**src/rtl/rx_task_seq.sv**
```systemverilog
module rx_task_seq #(
  parameter int NB_SYM   = 12,
  parameter int NB_BIN   = 6,
  parameter int LAST_SYM = 8,
  parameter int LAST_BIN = 4,
  parameter int NST_SYM  = 3
) (
  input  logic       clk,
  input  logic       rst_n,
  input  logic       mode_bin,
  input  logic       stat_irq_en,
  input  logic       cmd_wr,
  input  logic [2:0] cmd_code,
  input  logic       stat_rd,
  input  logic       in_valid,
  input  logic       in_status,
  input  logic [7:0] in_data,
  input  logic       in_crc_ok,
  input  logic [3:0] buf_addr,
  output logic [7:0] buf_data,
  output logic       stat_bfree,
  output logic       stat_irq,
  output logic       stat_srdy,
  output logic [1:0] stat_sval,
  output logic       stat_crcerr,
  output logic [3:0] stat_nvalid
);
  localparam int AW = 4;
  localparam int SW = $clog2(NST_SYM + 1);

  typedef enum logic [1:0] {S_IDLE, S_BLK, S_RAW} st_t;
  st_t st;

  logic [7:0] mem [NB_SYM];
  logic          bin_q, last_q, crc_q;
  logic [AW-1:0] bcnt;
  logic [SW-1:0] scnt;
  logic [7:0]    sh;
  logic [3:0]    rcnt;

  wire legal = (cmd_code == 3'd1) || (cmd_code == 3'd2) ||
               (cmd_code == 3'd3 && !mode_bin) || (cmd_code == 3'd4 && mode_bin);
  wire start = cmd_wr && st == S_IDLE && legal;

  wire [AW-1:0] nb = bin_q ? AW'(NB_BIN) : AW'(NB_SYM);
  wire take_byte = st == S_BLK && in_valid && !in_status && bcnt < nb;
  wire take_stat = st == S_BLK && in_valid && in_status;
  wire [AW-1:0] bcnt_n = bcnt + AW'(take_byte);
  wire [SW-1:0] scnt_n = (take_stat && !bin_q && scnt < SW'(NST_SYM)) ? scnt + 1'b1 : scnt;
  wire blk_done = st == S_BLK && in_valid && bcnt_n == nb && (bin_q || scnt_n == SW'(NST_SYM));

  wire raw_take = st == S_RAW && in_valid;
  wire raw_done = raw_take && rcnt == (bin_q ? 4'd7 : 4'd3);
  wire [7:0] raw_nx = bin_q ? {sh[6:0], in_data[0]} : {sh[5:0], in_data[1:0]};
  wire crc_fin = take_byte ? in_crc_ok : crc_q;

  assign buf_data = (buf_addr < AW'(NB_SYM)) ? mem[buf_addr] : 8'h00;

  always_ff @(posedge clk) begin
    if (take_byte) mem[bcnt] <= in_data;
    else if (raw_done) mem[0] <= raw_nx;
  end

  always_ff @(posedge clk or negedge rst_n) begin
    if (!rst_n) begin
      st <= S_IDLE;
      bin_q <= 1'b0;
      last_q <= 1'b0;
      crc_q <= 1'b0;
      bcnt <= '0;
      scnt <= '0;
      sh <= '0;
      rcnt <= '0;
      stat_bfree <= 1'b1;
      stat_irq <= 1'b0;
      stat_srdy <= 1'b0;
      stat_sval <= 2'd0;
      stat_crcerr <= 1'b0;
      stat_nvalid <= '0;
    end else begin
      if (stat_rd) begin
        stat_irq <= 1'b0;
        stat_srdy <= 1'b0;
      end
      if (start) begin
        st <= (cmd_code == 3'd1 || cmd_code == 3'd2) ? S_BLK : S_RAW;
        bin_q <= mode_bin;
        last_q <= cmd_code == 3'd2;
        bcnt <= '0;
        scnt <= '0;
        sh <= '0;
        rcnt <= '0;
        stat_bfree <= 1'b0;
      end
      if (take_byte) begin
        bcnt <= bcnt_n;
        crc_q <= in_crc_ok;
      end
      if (take_stat) begin
        scnt <= scnt_n;
        stat_sval <= bin_q ? {1'b0, in_data[0]} : in_data[1:0];
        stat_srdy <= 1'b1;
        if (stat_irq_en) stat_irq <= 1'b1;
      end
      if (raw_take) begin
        sh <= raw_nx;
        rcnt <= rcnt + 4'd1;
      end
      if (blk_done) begin
        stat_nvalid <= last_q ? (bin_q ? AW'(LAST_BIN) : AW'(LAST_SYM)) : nb;
        stat_crcerr <= last_q && !crc_fin;
      end
      if (raw_done) begin
        stat_nvalid <= AW'(1);
        stat_crcerr <= 1'b0;
      end
      if (blk_done || raw_done) begin
        st <= S_IDLE;
        stat_bfree <= 1'b1;
        stat_irq <= 1'b1;
      end
    end
  end
endmodule


```
**config.mk**
```make
export PLATFORM = sky130hd
export DESIGN_NAME = rx_task_seq
export DESIGN_NICKNAME = d
export VERILOG_FILES = /design/src/rtl/rx_task_seq.sv
export SDC_FILE = /design/constraint.sdc
export NUM_CORES = 1
export LEC_CHECK = 0
export BUFFER_PORTS_ARGS = -buffer_cell sky130_fd_sc_hd__buf_2
export CELL_PAD_IN_SITES_DETAIL_PLACEMENT = 0
export CELL_PAD_IN_SITES_GLOBAL_PLACEMENT = 1
export CORE_ASPECT_RATIO = 0.75
export CORE_MARGIN = 1.5
export CORE_UTILIZATION = 30
export CTS_CLUSTER_SIZE = 12
export DETAILED_ROUTE_END_ITERATION = 7
export PLACE_DENSITY = 0.55
export SYNTH_ARGS = -nofsm -noshare
export SYNTH_HDL_FRONTEND = slang
export SYNTH_SLANG_ARGS = --single-unit
```
**constraint.sdc**
```tcl
create_clock -name clk -period 3.2 [get_ports clk]
set_input_delay 0.32 -clock clk [delete_from_list [all_inputs] [get_ports clk]]
set_output_delay 0.32 -clock clk [all_outputs]
set_load 0.01 [all_outputs]
```
==> results.ini <==
[status]
status = completed

[cts]
clkTransAtPathRegs_ns = 0.06
cts_buffers = 17
cts-resized-gates = 0
insertion_delay_ns = 0.41
cts_tree = built
cts_setup_buffers = 0
clk_path_buf_depth = 2
cts_root_buffer = clkbuf_16
cts.sinks = 128
hold_buffers = 1
cts-htree-levels = 4

[drt]
wl_um = 11900
wl_met1_um = 6100
via_per_inst = 4.70
drt-initial-drc-count = 169
drc = 0
dr.pass1.iters = 6
vias = 3139
highest_layer = met4
ant_nets = 0
dr_wl_met2_um = 5130
wl_per_cell_um = 17.9
dr_wl_met3_um = 595

[logic_synthesis]
synth_top_family_by_area = multiplexers
synth_area_sq_um = 5480
synth_compound_area_frac = 0.0641
yosysWarningCount = 0
synthCells = 351
synth_ff_type = edfxtp_1
yosysTopAreaCell = edfxtp_1
synth_area_leaders = edfxtp_1 (53%), dfrtp_1 (14%), mux4_2 (9.9%)
synth-seq-cells = 128
synthXorXnorAreaFrac = 0.00639
synth_cell_types = 47
synth_top_area_frac = 0.526
synthSimpleGateAreaFrac = 0.0678
async_reset_ff_frac = 0.250
synthAdderAreaFrac = 0.0137
synth_mux_area_frac = 0.144
synth.net_count = 381
synth_edf_count = 96
avgSynthCellArea_sq_um = 15.6
seq_area_frac_synth = 0.672

[power]
leakage_nw = 2.55
ir_worst_vdd_uv = 305
power.share.sequential = 0.448
switchingPower_mw = 1.29
pwr-share-clk = 0.401
power_density_nw_per_um2 = 704
p_comb_frac = 0.151
internal-power_mw = 3.37
netSwitchingFraction = 0.277

[finish]
nets = 443
final_util = 0.373
area_growth_pct = 20.9
num_antenna_cells = 0
drive_gt1_frac = 0.300
fin_cells = 668
finalInstanceArea_sq_um = 6630

[die]
dieArea_sq_um = 19100
coreArea_sq_um = 17800
die_y_um = 120
initial_core_util = 0.309
io_pins = 42
row_count = 42
die_w_um = 159

[sta]
period_minus_slack_ns = 2.99
skew_ns = 0.0104
slew_viol_final = 0
final.setup.tns_ns = 0
rsz0062_at_grt = no
worst_pin_slew_ns = 0.781
worst_slack_ns = 0.206
max-slew-margin-rel = 0.477
max_freq_mhz = 334
hold_viol_final = 0
finalSetupViolations = 0
finalCritPeriodShare = 0.936

[place]
io_buffers = 41
dpl_cell_area_sq_um = 6050
dpl.hpwl_um = 8100
dp.cells = 635
dp_slack_ns = 0.228
place.gp.congestion = 0.761

[global_routing]
grt_max_degree = 33
track_usage = 0.135
grt_pass1_wl_um = 19100
antenna_found_initial = 0
grt_pass1_vias = 3256
grt_overflow = 0

[worst_setup_path]
crit_required_ns = 3.50
worstSetupPathType = flop to flop
cp_common_cell = ha_1
crit_arrival_ns = 3.30
cp_max_fo = 8
worstPathCellList = ha_1 > nand2_1 > o211ai_1 > inv_1 > ha_1 > ha_1 > xor2_1 > and3_1 > a41o_1 > a31o_1 > mux2_4
cpPeakStageDelay_ns = 0.39
cp_top_family = compound AO/OA/AOI/OAI gates
crit_buf_inv = 1
critPathLaunchType = flop
slowest_stage = dfrtp_1
endpoint_kind = flop

[job]
cap_violations = 0

[hold_path]
hold_path.class = input port to flop

## synthesized netlist by cell type (7+ instances only)
| cell type | instances |
|---|---|
| mux2i_1 | 16 |
| a21oi_1 | 14 |
| clkbuf_1 | 10 |
| nand3_1 | 9 |
| inv_1 | 19 |
| nor2_1 | 21 |
| o21ai_0 | 7 |
| edfxtp_1 | 96 |
| o22ai_1 | 8 |
| mux4_2 | 24 |
| nand2_1 | 17 |
| dfrtp_1 | 31 |
## power groups by stage
stage	clock [mW]	combinational (mW)	sequential (mW)
after CTS	1.91	0.718	2.09
final	1.87	0.705	2.09
after global routing	1.99	0.794	2.12
after detailed placement	0	0.713	2.12
after floorplan	0	0.472	2.11
after global placement	0	0.701	2.12
## layout by cell type (no fill, tap or decap), types with 9 or more instances in the layout
cell,Yosys,routed
buf_2,4,41
buf_4,0,21
nor2_1,21,21
mux2i_1,16,16
nand2_1,17,17
dfrtp_1,31,31
edfxtp_1,96,96
mux4_2,24,24
nand3_1,9,9
inv_1,19,19
a21oi_1,14,14
clkbuf_16,0,17
## stage by stage
step | hold WS, ns | power (mW)
after CTS | 0.120 | 4.72
after detailed placement | 0.444 | 2.83
after global routing | 0.129 | 4.90
after floorplan | 0.0244 | 2.58
final | 0.136 | 4.67
after global placement | 0.444 | 2.82
## worst paths after layout
path / depth (start not counted) / slack (ns) / to / from
max in group asynchronous: 2 / 2.20 / stat_srdy / rst_n
worst max-delay path: 11 / 0.21 / stat_crcerr / bin_q
worst min-delay path: 2 / 0.14 / stat_irq / stat_irq_en
worst max register to register: 11 / 0.21 / stat_crcerr / bin_q
min in group asynchronous: 2 / 0.51 / last_q / rst_n
worst min register to register: 1 / 0.49 / stat_srdy / stat_srdy
## state kept, by name, summed over array words and instances, names as in the netlist
name         count
bin_q            1
stat_irq         1
bcnt             4
crc_q            1
scnt             2
rcnt             4
sh               7
stat_sval        2
stat_crcerr      1
last_q           1
stat_srdy        1
st               2
stat_bfree       1
mem             96
stat_nvalid      4
## metal layers
metal,vias up,global-route usage
li1,1486,-
met1,1573,0.200
met2,71,0.192
met3,9,0.0280
met4,0,0.0537
met5,-,0
## final cells by class
cell class	count	area, sq um
clock buffers	17	425
clock inverters	15	149
fillers	1755	11100
inverters	19	71.3
multi-input cells	184	1620
flip-flops and latches	128	3680
well taps	242	303
repair buffers	63	373
## cells by family (layout without fill, tap and decap cells)
group	after synthesis	after routing
AOI/OAI and AO/OA	53	53
DFF	128	128
muxes	47	47
buffers and inverters	39	114
and+or+nand+nor	74	74
xor gates and xnor gates	4	4
adders and majority gates	6	6
## worst reg2reg max path: cells and delay by family (launching register included)
kind / cells / cell delay [ns]
multiplexers: 1 / 0.34
AO/OA/AOI/OAI: 3 / 0.82
buffers and inverters: 1 / 0.16
AND/OR/NAND/NOR: 2 / 0.27
flip-flops: 1 / 0.39
XOR/XNOR: 1 / 0.17
adder cells (fa/ha/maj): 3 / 0.73
Power figures use the tool's default switching activity.
